**config.mk**
```make
export PLATFORM = sky130hd
export DESIGN_NAME = mbox_irq_pair
export DESIGN_NICKNAME = d
export VERILOG_FILES = /design/src/rtl/mbox_pkg.sv /design/src/rtl/mbox_access_dec.sv /design/src/rtl/mbox_store.sv /design/src/rtl/mbox_irq_bank.sv /design/src/rtl/mbox_rdata.sv /design/src/rtl/mbox_irq_pair.sv
export SDC_FILE = /design/constraint.sdc
export NUM_CORES = 1
export LEC_CHECK = 0
export CORE_MARGIN = 10
export CORE_UTILIZATION = 57
export DETAILED_ROUTE_END_ITERATION = 10
export HOLD_SLACK_MARGIN = 0.1
export PLACE_DENSITY = 0.8
export SKIP_CTS_REPAIR_TIMING = 1
export SLEW_MARGIN = 10
export SYNTH_ARGS = -nofsm -noshare
export SYNTH_HDL_FRONTEND = slang
export SYNTH_SLANG_ARGS = --single-unit
export TNS_END_PERCENT = 30
```
**constraint.sdc**
```tcl
create_clock -name clk -period 2.6 [get_ports clk]
set_clock_uncertainty 0.1 [all_clocks]
set_input_delay 0.52 -clock clk [delete_from_list [all_inputs] [get_ports clk]]
set_output_delay 0.52 -clock clk [all_outputs]
set_load 0.01 [all_outputs]
```
**src/rtl/mbox_pkg.sv**
```systemverilog
package mbox_pkg;

  localparam int unsigned MBX_ADDR_W = 6;
  localparam int unsigned MBX_DATA_W = 16;
  localparam int unsigned MBX_COUNT  = 4;

  // Kind of access a strobe performs, after address decode.
  typedef enum logic [2:0] {
    ACC_NONE,
    ACC_OWN_WR,
    ACC_OWN_RD,
    ACC_PEER_RD,
    ACC_CTL_WR,
    ACC_CTL_RD,
    ACC_RSVD
  } acc_kind_e;

endpackage

```
**src/rtl/mbox_access_dec.sv**
```systemverilog
module mbox_access_dec
  import mbox_pkg::*;
#(
  parameter int unsigned            ADDR_W   = MBX_ADDR_W,
  parameter int unsigned            NUM_MB   = MBX_COUNT,
  parameter logic [ADDR_W-1:0]      WR_BASE  = 6'h20,
  parameter logic [ADDR_W-1:0]      RD_BASE  = 6'h24,
  parameter logic [ADDR_W-1:0]      CTL_ADDR = 6'h28,
  localparam int unsigned           IDX_W    = $clog2(NUM_MB)
) (
  input  logic              sel,
  input  logic              wr,
  input  logic [ADDR_W-1:0] addr,
  output acc_kind_e         kind,
  output logic [IDX_W-1:0]  idx
);

  localparam logic [ADDR_W-1:0] SPAN = ADDR_W'(NUM_MB);

  logic [ADDR_W-1:0] own_off;
  logic [ADDR_W-1:0] peer_off;

  // Unsigned wrap makes one compare cover both range ends.
  assign own_off  = addr - WR_BASE;
  assign peer_off = addr - RD_BASE;

  always_comb begin
    kind = ACC_NONE;
    idx  = '0;
    if (sel) begin
      if (own_off < SPAN) begin
        kind = wr ? ACC_OWN_WR : ACC_OWN_RD;
        idx  = own_off[IDX_W-1:0];
      end else if (peer_off < SPAN) begin
        kind = wr ? ACC_RSVD : ACC_PEER_RD;
        idx  = peer_off[IDX_W-1:0];
      end else if (addr == CTL_ADDR) begin
        kind = wr ? ACC_CTL_WR : ACC_CTL_RD;
      end else begin
        kind = ACC_RSVD;
      end
    end
  end

endmodule

```
**src/rtl/mbox_store.sv**
```systemverilog
module mbox_store #(
  parameter int unsigned  DATA_W = 16,
  parameter int unsigned  NUM_MB = 4,
  localparam int unsigned IDX_W  = $clog2(NUM_MB),
  localparam int unsigned BYTE_W = DATA_W / 2
) (
  input  logic                           clk,
  input  logic                           rst,
  input  logic                           wr_en,
  input  logic [IDX_W-1:0]               wr_idx,
  input  logic                           ub,
  input  logic                           lb,
  input  logic [DATA_W-1:0]              wdata,
  output logic [NUM_MB-1:0][DATA_W-1:0]  mb_q
);

  for (genvar n = 0; n < NUM_MB; n++) begin : g_mb
    logic hit;
    assign hit = wr_en && (wr_idx == IDX_W'(n));

    always_ff @(posedge clk) begin
      if (rst) begin
        mb_q[n] <= '0;
      end else if (hit) begin
        if (ub) mb_q[n][DATA_W-1:BYTE_W] <= wdata[DATA_W-1:BYTE_W];
        if (lb) mb_q[n][BYTE_W-1:0]      <= wdata[BYTE_W-1:0];
      end
    end
  end

endmodule

```
**src/rtl/mbox_irq_bank.sv**
```systemverilog
module mbox_irq_bank #(
  parameter int unsigned NUM_MB = 4
) (
  input  logic              clk,
  input  logic              rst,
  input  logic [NUM_MB-1:0] set_vec,
  input  logic [NUM_MB-1:0] clr_vec,
  input  logic              mask_wr,
  input  logic [NUM_MB-1:0] mask_wdata,
  output logic [NUM_MB-1:0] mask_q,
  output logic [NUM_MB-1:0] cause_q,
  output logic [NUM_MB-1:0] status_q,
  output logic              irq_n
);

  always_ff @(posedge clk) begin
    if (rst) begin
      mask_q   <= '1;
      cause_q  <= '0;
      status_q <= '0;
    end else begin
      if (mask_wr) mask_q <= mask_wdata;
      // A doorbell beats an acknowledge of the same source.
      status_q <= set_vec | (status_q & ~clr_vec);
      cause_q  <= (set_vec & ~mask_q) | (cause_q & ~clr_vec);
    end
  end

  assign irq_n = ~|cause_q;

endmodule

```
**src/rtl/mbox_rdata.sv**
```systemverilog
module mbox_rdata
  import mbox_pkg::*;
#(
  parameter int unsigned  DATA_W = 16,
  parameter int unsigned  NUM_MB = 4,
  localparam int unsigned IDX_W  = $clog2(NUM_MB),
  localparam int unsigned BYTE_W = DATA_W / 2
) (
  input  logic                          clk,
  input  logic                          rst,
  input  acc_kind_e                     kind,
  input  logic [IDX_W-1:0]              idx,
  input  logic                          ub,
  input  logic                          lb,
  input  logic [NUM_MB-1:0][DATA_W-1:0] own_mb,
  input  logic [NUM_MB-1:0][DATA_W-1:0] peer_mb,
  input  logic [NUM_MB-1:0]             mask,
  input  logic [NUM_MB-1:0]             cause,
  input  logic [NUM_MB-1:0]             status,
  output logic [DATA_W-1:0]             rdata_q
);

  logic [DATA_W-1:0] ctl_word;
  logic [DATA_W-1:0] lane;

  always_comb begin
    ctl_word = '0;
    ctl_word[NUM_MB-1:0]          = mask;
    ctl_word[2*NUM_MB-1:NUM_MB]   = ~cause;
    ctl_word[3*NUM_MB-1:2*NUM_MB] = ~status;
  end

  assign lane = {{BYTE_W{ub}}, {BYTE_W{lb}}};

  always_ff @(posedge clk) begin
    if (rst) begin
      rdata_q <= '0;
    end else begin
      case (kind)
        ACC_OWN_RD:  rdata_q <= own_mb[idx]  & lane;
        ACC_PEER_RD: rdata_q <= peer_mb[idx] & lane;
        ACC_CTL_RD:  rdata_q <= ctl_word     & lane;
        default:     rdata_q <= '0;
      endcase
    end
  end

endmodule

```
**src/rtl/mbox_irq_pair.sv**
```systemverilog
module mbox_irq_pair
  import mbox_pkg::*;
#(
  parameter int unsigned       ADDR_W   = MBX_ADDR_W,
  parameter int unsigned       DATA_W   = MBX_DATA_W,
  parameter int unsigned       NUM_MB   = MBX_COUNT,
  parameter logic [ADDR_W-1:0] WR_BASE  = 6'h20,
  parameter logic [ADDR_W-1:0] RD_BASE  = 6'h24,
  parameter logic [ADDR_W-1:0] CTL_ADDR = 6'h28
) (
  input  logic              clk,
  input  logic              rst,
  input  logic              l_sel,
  input  logic              l_wr,
  input  logic              l_ub,
  input  logic              l_lb,
  input  logic [ADDR_W-1:0] l_addr,
  input  logic [DATA_W-1:0] l_wdata,
  output logic [DATA_W-1:0] l_rdata,
  output logic              l_irq_n,
  input  logic              r_sel,
  input  logic              r_wr,
  input  logic              r_ub,
  input  logic              r_lb,
  input  logic [ADDR_W-1:0] r_addr,
  input  logic [DATA_W-1:0] r_wdata,
  output logic [DATA_W-1:0] r_rdata,
  output logic              r_irq_n
);

  localparam int unsigned SIDES = 2;
  localparam int unsigned IDX_W = $clog2(NUM_MB);

  logic                          p_sel   [SIDES];
  logic                          p_wr    [SIDES];
  logic                          p_ub    [SIDES];
  logic                          p_lb    [SIDES];
  logic [ADDR_W-1:0]             p_addr  [SIDES];
  logic [DATA_W-1:0]             p_wdata [SIDES];
  logic [DATA_W-1:0]             p_rdata [SIDES];
  logic                          p_irq_n [SIDES];

  acc_kind_e                     kind    [SIDES];
  logic [IDX_W-1:0]              idx     [SIDES];
  logic [NUM_MB-1:0]             ring    [SIDES];
  logic [NUM_MB-1:0]             ack     [SIDES];
  logic [NUM_MB-1:0][DATA_W-1:0] mb_q    [SIDES];
  logic [NUM_MB-1:0]             mask_q  [SIDES];
  logic [NUM_MB-1:0]             cause_q [SIDES];
  logic [NUM_MB-1:0]             status_q[SIDES];

  assign p_sel[0]   = l_sel;   assign p_sel[1]   = r_sel;
  assign p_wr[0]    = l_wr;    assign p_wr[1]    = r_wr;
  assign p_ub[0]    = l_ub;    assign p_ub[1]    = r_ub;
  assign p_lb[0]    = l_lb;    assign p_lb[1]    = r_lb;
  assign p_addr[0]  = l_addr;  assign p_addr[1]  = r_addr;
  assign p_wdata[0] = l_wdata; assign p_wdata[1] = r_wdata;

  assign l_rdata = p_rdata[0];
  assign r_rdata = p_rdata[1];
  assign l_irq_n = p_irq_n[0];
  assign r_irq_n = p_irq_n[1];

  for (genvar p = 0; p < SIDES; p++) begin : g_side
    localparam int unsigned Q = SIDES - 1 - p;

    mbox_access_dec #(
      .ADDR_W(ADDR_W), .NUM_MB(NUM_MB),
      .WR_BASE(WR_BASE), .RD_BASE(RD_BASE), .CTL_ADDR(CTL_ADDR)
    ) u_dec (
      .sel  (p_sel[p]),
      .wr   (p_wr[p]),
      .addr (p_addr[p]),
      .kind (kind[p]),
      .idx  (idx[p])
    );

    // Doorbell rung by this side's high-byte store; acknowledge by peer read.
    assign ring[p] = (kind[p] == ACC_OWN_WR && p_ub[p])
                   ? (NUM_MB'(1) << idx[p]) : '0;
    assign ack[p]  = (kind[p] == ACC_PEER_RD && p_ub[p])
                   ? (NUM_MB'(1) << idx[p]) : '0;

    mbox_store #(.DATA_W(DATA_W), .NUM_MB(NUM_MB)) u_store (
      .clk    (clk),
      .rst    (rst),
      .wr_en  (kind[p] == ACC_OWN_WR),
      .wr_idx (idx[p]),
      .ub     (p_ub[p]),
      .lb     (p_lb[p]),
      .wdata  (p_wdata[p]),
      .mb_q   (mb_q[p])
    );

    mbox_irq_bank #(.NUM_MB(NUM_MB)) u_irq (
      .clk        (clk),
      .rst        (rst),
      .set_vec    (ring[Q]),
      .clr_vec    (ack[p]),
      .mask_wr    (kind[p] == ACC_CTL_WR && p_lb[p]),
      .mask_wdata (p_wdata[p][NUM_MB-1:0]),
      .mask_q     (mask_q[p]),
      .cause_q    (cause_q[p]),
      .status_q   (status_q[p]),
      .irq_n      (p_irq_n[p])
    );

    mbox_rdata #(.DATA_W(DATA_W), .NUM_MB(NUM_MB)) u_rd (
      .clk     (clk),
      .rst     (rst),
      .kind    (kind[p]),
      .idx     (idx[p]),
      .ub      (p_ub[p]),
      .lb      (p_lb[p]),
      .own_mb  (mb_q[p]),
      .peer_mb (mb_q[Q]),
      .mask    (mask_q[p]),
      .cause   (cause_q[p]),
      .status  (status_q[p]),
      .rdata_q (p_rdata[p])
    );
  end

endmodule

```
Word-level counts from Yosys, hierarchy flattened
Cells that the tools add are included.
- word-level logic and storage cells: 148
- bits in registers: 184
- output and inout port bits: 34
- $add $sub $neg: 4
- muxes and demuxes: 34
- bitwise gates (word level): 24
- reductions and logical operators: 36
- magnitude comparators: 6
- shift-type cells: 2
- eq/ne operators: 18
- operators with widths (kind ; count):
    16-bit binary-select mux with 2-bit select ; 4
    16-bit case mux with 3 select lines ; 2
    16-bit bitwise AND ; 4
    16-bit two-way mux ; 4
    12-bit by 16-bit bitwise AND with 16-bit output ; 2
    4-bit NOT ; 8
    2-bit AND reduction ; 16
    3-bit two-way mux ; 10
    4-bit bitwise AND ; 6
    6-bit by 3-bit < comparator with 1-bit output, second input constant ; 4
    6-bit subtractor, second input constant ; 4
    2-bit two-way mux ; 8
    4-bit two-way mux ; 4
    4-bit bitwise OR ; 4
    1-bit logical AND ; 14
    3-bit by 2-bit equality test with 1-bit output, second input constant ; 4
    3-bit equality test, second input constant ; 4
    6-bit equality test, second input constant ; 2
    2-bit equality test, second input constant ; 4
    4-bit OR reduction ; 2
    1-bit by 2-bit left shift with 4-bit output, first input constant ; 2
    3-bit by 1-bit equality test with 1-bit output, second input constant ; 2
    2-bit by 3-bit < comparator with 1-bit output, second input constant ; 2
    2-bit by 1-bit equality test with 1-bit output, second input constant ; 2
    other kinds (3) ; 6

Longest topological paths before layout
Gate-level depths: netlist of run 1.
- depth in word-level cells: 11
- depth in mapped cells: 9
- mapped depth without buffers: 5

By module
A second synthesis of run 1 with hierarchy kept.
- cells, all modules: 865
- area, all modules: 9648.0 um2
- modules (own cells, without submodules) (module ; cells each ; seq. area each (um2) ; times used ; area an instance (um2)):
    mbox_store ; 234 ; 1281.2 ; 2 ; 2641.3
    mbox_rdata ; 122 ; 320.3 ; 2 ; 1535.2
    mbox_irq_bank ; 46 ; 240.2 ; 2 ; 441.7
    mbox_irq_pair ; 31 ; 0.0 ; 1 ; 214.0
    mbox_access_dec ; 15 ; 0.0 ; 2 ; 98.8

Worst setup path after synthesis of run 1
OpenSTA, ideal clock, no wires.
- path type: in2reg
- from: input port l_addr[1]
- to: register g_side[0].u_irq.cause_q[1]
- path buffers: 2
- stages on the path: 7
- arrival time: 1981 ps
- slack: 387 ps
- cell sequence: buf_2 nor4b_4 o311ai_4 or4b_1 buf_2 o21ai_0 a21oi_1
- cells in the longest elaborated chain, start to end: 11
- elaborated cells between the ends (all ways): 19
- those cells by class: add/sub (2); order compare (2); eq/ne (2); shift (1); mux (8); bitwise (3); reduce/logical (1)
- ends and longest elaborated chain (item ; RTL line ; RTL):
    start, declared ; mbox_irq_pair.sv:17 ; input logic [ADDR_W-1:0] l_addr,
    6-bit subtractor or 6-bit equality test (tied branches) ; mbox_access_dec.sv:25, mbox_access_dec.sv:37 ;
    6-bit by 3-bit < comparator with 1-bit output or 3-bit two-way mux (tied branches) ; mbox_access_dec.sv:34, mbox_access_dec.sv:37 ;
    3-bit two-way mux ; mbox_access_dec.sv:34 ; end else if (peer_off < SPAN) begin
    3-bit two-way mux ; mbox_access_dec.sv:31 ; if (own_off < SPAN) begin
    3-bit two-way mux ; mbox_access_dec.sv:30 ; if (sel) begin
    3-bit by 2-bit equality test with 1-bit output ; mbox_irq_pair.sv:81 ; assign ack[p] = (kind[p] == ACC_PEER_RD && p_ub[p])
    1-bit logical AND ; mbox_irq_pair.sv:81 ;
    4-bit two-way mux * ; mbox_irq_pair.sv:82 ; ? (NUM_MB'(1) << idx[p]) : '0;
    4-bit NOT * ; mbox_irq_bank.sv:25 ; cause_q <= (set_vec & ~mask_q) | (cause_q & ~clr_vec);
    4-bit bitwise AND * ; mbox_irq_bank.sv:25 ;
    4-bit bitwise OR * ; mbox_irq_bank.sv:25 ;
    end signal, assigned ; mbox_irq_bank.sv:25 ;
    end, declared ; mbox_irq_bank.sv:11 ; output logic [NUM_MB-1:0] cause_q,
Every way passes the cells marked *; elsewhere a longest branch is shown, timed or not.
A chain may end at the register's enable or synchronous reset.

Worst setup path after layout of run 1
- from: register g_side[0].u_irq.cause_q[2]
- to: output port l_irq_n
- cells in the longest elaborated chain, start to end: 2
- ends and longest elaborated chain (item ; RTL line ; RTL):
    4-bit OR reduction ; mbox_irq_bank.sv:29 ; assign irq_n = ~|cause_q;
    1-bit logical NOT ; mbox_irq_bank.sv:29 ;
    end, declared ; mbox_irq_pair.sv:20 ; output logic l_irq_n,
No other way between the ends.

==> metrics.md, run 1 <==
| Metric | Value |
|---|---|
| N_diodes | `0` |
| FILL cells | `1118` |
| Nets | `1194` |
| Area share of and/or/nand/nor cells after synthesis | `0.193` |
| Max-cap violations | `0` |
| Register Area | `0.00368 sq mm` |
| Max frequency | `391 MHz` |
| Die ar. | `0.0208 sq mm` |
| HP Class | `input pin to flip-flop` |
| IO Count | `88` |
| Largest family of logic cells by synthesized area | `simple AND/OR/NAND/NOR gates` |
| Crit. End Element | `primary output` |
| Port bufs | `87` |
| Placeable core area | `0.0151 sq mm` |
| Mux contribution to synthesized area | `0.159` |
| DP Cell Count | `1309` |
| Cell Area, Synth | `0.00878 sq mm` |
| Initial antenna violation count | `0` |
| CP required | `1.98 ns` |
| Final wirelength | `29.6 mm` |
| Die Y | `144 um` |
| Routability cong. | `0.968` |
| Synth-to-Final Area Change | `26.5%` |
| Largest net degree at the start of global routing | `74` |
| Worst setup SP type | `flip-flop` |
| Buf+Inv Stages, Crit Path | `1` |
| Final period util | `0.984` |
| Iter 0 DRT Violations | `1072` |
| Worst VDD drop | `0.518 mV` |
| Synth Area in Adders | `0` |
| Compound-Gate Fraction of Synth Area | `0.191` |
| Worst rel slew slack | `0.469` |
| Initial cell density of the core | `0.580` |
| Syn nets | `1055` |
| Wire per inst | `22.1 um` |
| DP Wirelength | `20.9 mm` |
| RSZ-0062 raised after global routing | `false` |
| Post-Layout Cell Count | `1341` |
| Run status | `finished, final reports clean` |
| CTS HTree Levels | `4` |
| GRT Total Usage | `0.282` |
| Seq/Total Area, Yosys | `0.419` |
| CTS Sinks | `184` |
| Worst EP arrival | `1.94 ns` |
| Synth Instances | `1001` |
| Vias in the first global route | `8336` |
| Commonest non-fill, non-tap cell in the layout | `dfxtp_1` |
| CTS root buffer | `clkbuf_16` |
| Pre-CTS setup slack | `-0.127 ns` |
| #FFs+latches synth | `184` |
| Power per Cell Area | `544 mW/mm^2` |
| Total global routing overflow | `0` |
| Crit path cell chain | `nor4_1, clkdlybuf4s50_1` |
| CTS max path bufs | `2` |
| Fin. Hold Viols | `0` |
| Highest-delay cell along the critical path | `clkdlybuf4s50_1` |
| Vias/cell | `6.48` |
| Clock Pin Slew Worst Setup and Hold Paths | `0.07 ns` |
| Area taken by multi-input logic gates | `0.00478 sq mm` |
| Critical-path maximum fanout | `3` |
| Final Setup Violations | `0` |
| Routed Antenna Nets | `0` |
| Share of cells above drive strength 1 | `0.157` |
| Final Max Tran Viols | `0` |
| Syn Area/Cell | `8.77 sq um` |
| First-pass GRT wire length | `45.7 mm` |
| Delay of the slowest critical-path stage | `0.66 ns` |
| DR vias | `8687` |
| Leakage power | `4.42 nW` |
| Row count | `45` |
| Die X-Extent | `144 um` |
| Count of unique library cells instantiated by Yosys | `60` |
| CTS Buf Count | `17` |
| Critical path class | `flip-flop to primary output` |
| Post-synth EDFFs | `0` |
| PnR worst setup slack | `0.0403 ns` |
| Post-Synth XOR/XNOR Area | `0` |
| CTS tree | `done` |
| YS warnings | `0` |
| Asr flop ratio synth | `0` |
| Worst-Margin Slew | `0.797 ns` |
| Worst-Skew Late Latency | `0.44 ns` |
| Crit path max-delay family | `buffers and inverters` |
| Drc violations | `0` |
| Most frequent cells in the layout | `dfxtp_1, nor2_1, mux2i_1` |
| Crit path time final | `2.56 ns` |
| DR pass1 iterations | `6` |
| Prevailing post-synth register cell | `dfxtp_1` |
## metrics by stage
stage	hold slack (ns)	power, mW	instance area (sq um)	utilization	TNS (ns)
2_1_floorplan	0.298	3.08	8780	-	0
3_5_place_dp	0.346	3.32	10500	0.692	-0.925
6_report	0.353	6.04	11100	0.733	0
5_1_grt	0.363	6.17	11100	0.733	0
4_1_cts	0.355	6.03	11100	0.733	0
3_3_place_gp	0.345	3.32	10500	0.692	-0.351
## final cells by class
class,instances,share of cell area
sequential,184,0.332
timing repair buffer,193,0.159
inverter,4,0.00135
clock inverter,12,0.0155
clock buffer,20,0.0411
multi-input combinational,740,0.431
tap,188,0.0212
## synth_stat cells, types with 7 or more instances
library cell	count	area share
o21ai_0	49	0.028
nand2b_1	9	0.0064
nor2b_1	24	0.017
a221oi_1	7	0.0070
clkbuf_1	36	0.015
o22ai_1	42	0.030
dfxtp_1	184	0.42
a211oi_1	21	0.018
nand2_1	97	0.041
mux2_2	19	0.024
buf_2	33	0.019
mux2i_1	116	0.13
a2bb2oi_1	7	0.0070
nor2_1	129	0.055
nand3_1	10	0.0057
a211o_1	7	0.0070
nor3_1	17	0.0097
or3_1	8	0.0057
o221ai_1	16	0.016
a21oi_1	78	0.044
## cells by family (layout without fill, tap and decap cells)
kind of cell / count (synthesis) / after routing
AO/OA/AOI/OAI: 262 / 262
buffers and inverters: 77 / 229
AND/OR/NAND/NOR: 342 / 342
flip-flops: 184 / 184
multiplexers: 136 / 136
## where the power goes
group	internal, mW	leakage (nW)	switching, mW
Sequential	2.82	1.48	0.00234
Clock	1.66	0.306	1.11
Combinational	0.191	2.63	0.257
Total	4.67	4.42	1.37
## layer usage
metal  part of all wire  vias to the layer above  GRT usage
met1               0.38                     4129      0.340
met2               0.49                      543      0.475
li1                   -                     3911          -
met3              0.090                      104     0.0499
met4              0.041                        0      0.134
met5                  0                        -          0
## state kept, by name, indices dropped and copies added, names as in the netlist
name	flops
g_side.u_rd.rdata_q	32
g_side.u_store.mb_q	128
g_side.u_irq.mask_q	8
g_side.u_irq.status_q	8
g_side.u_irq.cause_q	8
## worst paths after layout
check	startpoint	to	slack, ns	cells past startpoint
setup / recovery	g_side[0].u_irq.cause_q[2]	l_irq_n	0.04	2
hold / removal	rst	g_side[1].u_store.mb_q[7]	0.35	2
setup reg to reg	g_side[0].u_store.mb_q[33]	g_side[1].u_rd.rdata_q[1]	1.09	5
hold reg to reg	g_side[1].u_irq.status_q[2]	g_side[1].u_irq.status_q[2]	0.36	2
(Power assumes the default switching activity.)
==> inputs of run 2 (changes only) <==
- CORE_UTILIZATION: 57 -> 33
- PLACE_DENSITY: 0.8 -> not set
- clock period: 2.6 -> 2.7 ns (I/O delays scaled with it)
==> run 2 against run 1 <==
Global-route usage fell by 11 points. Combinational power shrank 5.8%. Worst hold slack better by 0.013 ns. First-iteration DRC count shrank 40%. Utilization fell by 31 points. Wire length grew 1.6%. Largest cell class unchanged.
==> metrics.md, run 2 (synthesis results as in run 1) <==
| Metric | Value |
|---|---|
| Run status | `finished, final reports clean (unchanged)` |
| Clock Pin Slew Worst Setup and Hold Paths | `0.07 ns (about the same)` |
| R2R Path Start | `g_side[0].u_store.mb_q[23] (was g_side[0].u_store.mb_q[33])` |
| Drc violations | `0 (unchanged)` |
| R2R Path End | `g_side[0].u_rd.rdata_q[7] (was g_side[1].u_rd.rdata_q[1])` |
| Post-Layout Cell Count | `1479 (was 1341)` |
| Die ar. | `0.0335 sq mm (was 0.0208 sq mm)` |
| Worst rel slew slack | `0.618 (was 0.469)` |
| Max-cap violations | `0 (unchanged)` |
| Crit. End Element | `primary output (unchanged)` |
| Die X-Extent | `183 um (was 144 um)` |
| DR vias | `8181 (was 8687)` |
| Share of cells above drive strength 1 | `0.149 (was 0.157)` |
| CTS max path bufs | `2 (unchanged)` |
| Routability cong. | `0.914 (was 0.968)` |
| GRT Total Usage | `0.176 (was 0.282)` |
| Met2 Resource Use GR | `0.289 (was 0.475)` |
| Hold endpoint | `g_side[1].u_store.mb_q[19] (was g_side[1].u_store.mb_q[7])` |
| Area taken by multi-input logic gates | `0.00478 sq mm (unchanged)` |
| Placeable core area | `0.0261 sq mm (was 0.0151 sq mm)` |
| Hold wc startpoint | `rst (unchanged)` |
| Worst-Skew Late Latency | `0.44 ns (about the same)` |
| Worst setup SP type | `flip-flop (unchanged)` |
| Vias in the first global route | `8166 (was 8336)` |
| Worst-Margin Slew | `0.568 ns (was 0.797 ns)` |
| Most frequent cells in the layout | `dfxtp_1, nor2_1, mux2i_1 (unchanged)` |
| N_diodes | `0 (unchanged)` |
| CP required | `2.06 ns (was 1.98 ns)` |
| Reg2reg setup slack | `1.28 ns (was 1.09 ns)` |
| Final period util | `0.963` |
| Crit path cell chain | `nor4_1, clkdlybuf4s50_1 (unchanged)` |
| CTS root buffer | `clkbuf_16 (unchanged)` |
| CTS HTree Levels | `4 (unchanged)` |
| Worst R2R Path Depth | `4 (was 5)` |
| Row count | `59 (was 45)` |
| Crit path time final | `2.60 ns` |
| Worst VDD drop | `0.281 mV (was 0.518 mV)` |
| Delay of the slowest critical-path stage | `0.65 ns (was 0.66 ns)` |
| DP Cell Count | `1447 (was 1309)` |
| Leakage power | `4.36 nW (was 4.42 nW)` |
| First-pass GRT wire length | `46.3 mm (was 45.7 mm)` |
| Buf+Inv Stages, Crit Path | `1 (unchanged)` |
| Setup TNS Final | `0 ns (unchanged)` |
| Routed Antenna Nets | `0 (unchanged)` |
| Worst EP arrival | `1.96 ns (was 1.94 ns)` |
| DR pass1 iterations | `7 (was 6)` |
| GRT Max-Usage Layer | `met2 (unchanged)` |
| Synth-to-Final Area Change | `27.4% (was 26.5%)` |
| CTS tree | `done (unchanged)` |
| Register Area | `0.00368 sq mm (unchanged)` |
| Vias/cell | `5.53 (was 6.48)` |
| Final Max Tran Viols | `0 (unchanged)` |
| Port bufs | `87 (unchanged)` |
| FILL cells | `2616 (was 1118)` |
| CTS Sinks | `184 (unchanged)` |
| Wire per inst | `20.3 um (was 22.1 um)` |
| Top flop regs | `g_side.u_store.mb_q x128, g_side.u_rd.rdata_q x32 (unchanged)` |
| Initial cell density of the core | `0.336 (was 0.580)` |
| Power per Cell Area | `510 mW/mm^2 (was 544 mW/mm^2)` |
| Hold Path Cell Cnt | `2 (unchanged)` |
| Critical path class | `flip-flop to primary output (unchanged)` |
| Fin. Hold Viols | `0 (unchanged)` |
| Final wirelength | `30.1 mm (was 29.6 mm)` |
| Crit path max-delay family | `buffers and inverters (unchanged)` |
| GRT met1 Usage | `0.224 (was 0.340)` |
| Nets | `1185 (was 1194)` |
| Total global routing overflow | `0 (unchanged)` |
| HP Class | `input pin to flip-flop (unchanged)` |
| Highest-delay cell along the critical path | `clkdlybuf4s50_1 (unchanged)` |
| GR Util met3 | `0.0385 (was 0.0499)` |
| IO Count | `88 (unchanged)` |
| Max reg flops | `128 (unchanged)` |
| Initial antenna violation count | `0 (unchanged)` |
| Commonest non-fill, non-tap cell in the layout | `dfxtp_1 (unchanged)` |
| Die Y | `183 um (was 144 um)` |
| Critical-path maximum fanout | `3 (unchanged)` |
| Largest net degree at the start of global routing | `53 (was 74)` |
| DP Wirelength | `22.4 mm (was 20.9 mm)` |
| Iter 0 DRT Violations | `642 (was 1072)` |
| RSZ-0062 raised after global routing | `false (unchanged)` |
| Max frequency | `385 MHz` |
| Final Setup Violations | `0 (unchanged)` |
| Largest register by flop count | `g_side.u_store.mb_q (unchanged)` |
| CTS Buf Count | `17 (unchanged)` |
-- run 2: metal layers --
layer | up-vias | wire (um)
met2 | 306 | 14200
met5 | - | 0
met3 | 41 | 2070
li1 | 3910 | -
met4 | 0 | 615
met1 | 3924 | 13200
-- run 2: through the flow --
stage               worst slack (ns)  instance area [sq um]  hold WS, ns  total power [mW]   util
floorplan                      0.467                   8780        0.298              2.97      -
CTS                            0.118                  11200        0.359              5.73  0.428
detailed placement            -0.165                  10600        0.365              3.20  0.405
global placement              -0.161                  10600        0.350              3.20  0.405
global route                  0.0261                  11200        0.367              5.87  0.428
finish                        0.0999                  11200        0.366              5.71  0.428
-- run 2: worst max-delay path by stage --
stage,from,to,cells after the start
5_1_grt,g_side[0].u_irq.cause_q[2],l_irq_n,2
3_5_place_dp,r_addr[5],g_side[1].u_rd.rdata_q[0],7
6_report,g_side[0].u_irq.cause_q[2],l_irq_n,2
4_1_cts,g_side[0].u_irq.cause_q[2],l_irq_n,2
3_3_place_gp,r_addr[5],g_side[1].u_rd.rdata_q[0],7
2_1_floorplan,l_addr[1],g_side[0].u_irq.cause_q[1],7
-- run 2: layout make-up --
class                   count  share of cell area
multi-input cells         740               0.427
flip-flops and latches    184               0.329
repair buffers            184               0.151
clock buffers              21              0.0411
well taps                 335              0.0375
clock inverters            11              0.0122
inverters                   4             0.00134
-- run 2: power breakdown --
part / total [mW] / switching, mW / internal (mW)
registers: 2.72 / 0.00222 / 2.71
logic: 0.422 / 0.247 / 0.175
clock network: 2.57 / 1.14 / 1.43
total: 5.71 / 1.39 / 4.32
==> inputs of run 3 (changes only) <==
- REMOVE_ABC_BUFFERS: not set -> 1
==> run 3 against run 2 <==
Die area unchanged. First-iteration DRC count is 8.1% higher. Via count rose by 0.95%.
==> metrics.md, run 3 (synthesis results as in run 1) <==
| Metric | Value |
|---|---|
| Combinational power share | `0.073 (was 0.074)` |
| Clock Pin Slew Worst Setup and Hold Paths | `0.07 ns (about the same)` |
| Final period util | `0.919 (was 0.963)` |
| Drc violations | `0 (unchanged)` |
| Critical-path maximum fanout | `3 (unchanged)` |
| Share of cells above drive strength 1 | `0.151 (was 0.149)` |
| Area taken by multi-input logic gates | `0.00479 sq mm (was 0.00478 sq mm)` |
| Die X-Extent | `183 um (unchanged)` |
| DR pass1 iterations | `5 (was 7)` |
| CTS root buffer | `clkbuf_16 (unchanged)` |
| Top flop regs | `g_side.u_store.mb_q x128, g_side.u_rd.rdata_q x32 (unchanged)` |
| Fin. Hold Viols | `0 (unchanged)` |
| CTS HTree Levels | `4 (unchanged)` |
| Worst R2R Path Depth | `5 (was 4)` |
| IO Count | `88 (unchanged)` |
| Initial antenna violation count | `0 (unchanged)` |
| Die ar. | `0.0335 sq mm (unchanged)` |
| Crit path cell chain | `nor4_2, clkdlybuf4s50_1 (was nor4_1, clkdlybuf4s50_1)` |
| CTS max path bufs | `2 (unchanged)` |
| Largest register by flop count | `g_side.u_store.mb_q (unchanged)` |
| N_diodes | `0 (unchanged)` |
| Wire per inst | `21.0 um (was 20.3 um)` |
| FILL cells | `2594 (was 2616)` |
| Synth-to-Final Area Change | `28.1% (was 27.4%)` |
| Row count | `59 (unchanged)` |
| Reg2reg setup slack | `1.14 ns (was 1.28 ns)` |
| GRT Total Usage | `0.182 (was 0.176)` |
| Worst-Margin Slew | `0.570 ns (was 0.568 ns)` |
| Iter 0 DRT Violations | `694 (was 642)` |
| RSZ-0062 raised after global routing | `false (unchanged)` |
| R2R Path End | `g_side[0].u_rd.rdata_q[4] (was g_side[0].u_rd.rdata_q[7])` |
| Seq pwr share | `0.461 (was 0.476)` |
| Worst-Skew Late Latency | `0.44 ns (about the same)` |
| Hold wc startpoint | `g_side[0].u_irq.status_q[3] (was rst)` |
| Routed Antenna Nets | `0 (unchanged)` |
| Critical path class | `flip-flop to primary output (unchanged)` |
| Worst setup SP type | `flip-flop (unchanged)` |
| DP Wirelength | `22.5 mm (was 22.4 mm)` |
| Crit path time final | `2.48 ns (was 2.60 ns)` |
| CTS Sinks | `184 (unchanged)` |
| Hold Path Cell Cnt | `1 (was 2)` |
| Internal Power | `4.50 mW (was 4.32 mW)` |
| Highest-delay cell along the critical path | `clkdlybuf4s50_1 (unchanged)` |
| Crit. End Element | `primary output (unchanged)` |
| Die Y | `183 um (unchanged)` |
| Most frequent cells in the layout | `dfxtp_1, nor2_1, mux2i_1 (unchanged)` |
| Worst EP arrival | `1.84 ns (was 1.96 ns)` |
| Worst VDD drop | `0.317 mV (was 0.281 mV)` |
| Delay of the slowest critical-path stage | `0.63 ns (was 0.65 ns)` |
| Final wirelength | `31.0 mm (was 30.1 mm)` |
| Max reg flops | `128 (unchanged)` |
| CTS tree | `done (unchanged)` |
| Hold endpoint | `g_side[0].u_rd.rdata_q[11] (was g_side[1].u_store.mb_q[19])` |
| Worst rel slew slack | `0.620 (was 0.618)` |
| Sw frac | `0.235 (was 0.243)` |
| Max-cap violations | `0 (unchanged)` |
| DR vias | `8259 (was 8181)` |
| Vias in the first global route | `8238 (was 8166)` |
| Initial cell density of the core | `0.336 (unchanged)` |
| NetSw | `1.39 mW (about the same)` |
| Largest net degree at the start of global routing | `51 (was 53)` |
| Routability cong. | `0.895 (was 0.914)` |
| CTS Buf Count | `17 (unchanged)` |
| CP required | `2.06 ns (about the same)` |
| First-pass GRT wire length | `48.3 mm (was 46.3 mm)` |
| Overall Power | `5.89 mW (was 5.71 mW)` |
| Final Setup Violations | `0 (unchanged)` |
| Max frequency | `403 MHz (was 385 MHz)` |
| Port bufs | `87 (unchanged)` |
| Run status | `finished, final reports clean (unchanged)` |
| Commonest non-fill, non-tap cell in the layout | `dfxtp_1 (unchanged)` |
| Placeable core area | `0.0261 sq mm (unchanged)` |
| HP Class | `flip-flop to flip-flop (was input pin to flip-flop)` |
| Leakage power | `4.39 nW (was 4.36 nW)` |
| Clock Power Share | `0.466 (was 0.450)` |
| Total global routing overflow | `0 (unchanged)` |
| Power per Cell Area | `523 mW/mm^2 (was 510 mW/mm^2)` |
| Nets | `1184 (was 1185)` |
| Final Max Tran Viols | `0 (unchanged)` |
| Worst hold margin | `0.363 ns (was 0.366 ns)` |
| R2R Path Start | `g_side[0].u_store.mb_q[36] (was g_side[0].u_store.mb_q[23])` |
| Vias/cell | `5.59 (was 5.53)` |
| Register Area | `0.00368 sq mm (unchanged)` |
## run 3: cell types whose count changed in the layout (fill, tap and decap cells not counted), sizes merged
cell / previous run / this run
buf: 101 / 100
bufinv: 2 / 4
clkbuf: 21 / 19
clkinv: 4 / 5
inv: 8 / 7
## run 3: worst max-delay path: cells and delay by family (launching register included)
| family | cells | cell delay [ns] |
|---|---|---|
| buffers and inverters | 1 | 0.63 |
| and+or+nand+nor | 1 | 0.43 |
| DFF | 1 | 0.35 |
## run 3: stage by stage
stage | worst slack (ns) | instances | instance area (sq um) | utilization | setup TNS, ns
after global routing | 0.182 | 1478 | 11200 | 0.430 | 0
after CTS | 0.0962 | 1478 | 11200 | 0.430 | 0
after global placement | -0.140 | 1446 | 10600 | 0.406 | -0.939
final | 0.220 | 1478 | 11200 | 0.430 | 0
after detailed placement | -0.117 | 1446 | 10600 | 0.406 | -1.42
after floorplan | -0.215 | 928 | 8470 | - | -4.13
## run 3: how the worst max path moves through the flow
stage | start | to | slack, ns | cells past startpoint
finish | g_side[0].u_irq.cause_q[2] | l_irq_n | 0.22 | 2
global route | g_side[0].u_irq.cause_q[2] | l_irq_n | 0.18 | 2
CTS | g_side[0].u_irq.cause_q[2] | l_irq_n | 0.1 | 2
detailed placement | r_wr | g_side[1].u_rd.rdata_q[3] | -0.12 | 9
global placement | r_wr | g_side[1].u_rd.rdata_q[3] | -0.14 | 9
floorplan | l_addr[3] | g_side[0].u_rd.rdata_q[11] | -0.21 | 5
## run 3: routing by layer
layer  part of all wire  wire [um]  GRT usage  vias to the layer above
met1               0.43      13300      0.228                     3944
met4              0.028        877     0.0718                        0
li1                   -          -          -                     3914
met3              0.066       2060     0.0330                       63
met2               0.48      14800      0.304                      338
met5                  0          0          0                        -
## run 3: final cells by class
class	instances	area share
clock buffers	19	0.0403
multi-input cells	740	0.426
flip-flops and latches	184	0.327
well taps	335	0.0373
inverters	4	0.00133
clock inverters	13	0.0169
repair buffers	183	0.151
## run 3: power groups by stage
stage	Sequential, mW	Clock (mW)	Combinational [mW]
after floorplan	2.78	0	0.110
after global placement	2.78	0	0.418
after detailed placement	2.78	0	0.421
after CTS	2.72	2.77	0.423
after global routing	2.72	2.87	0.453
final	2.72	2.74	0.429
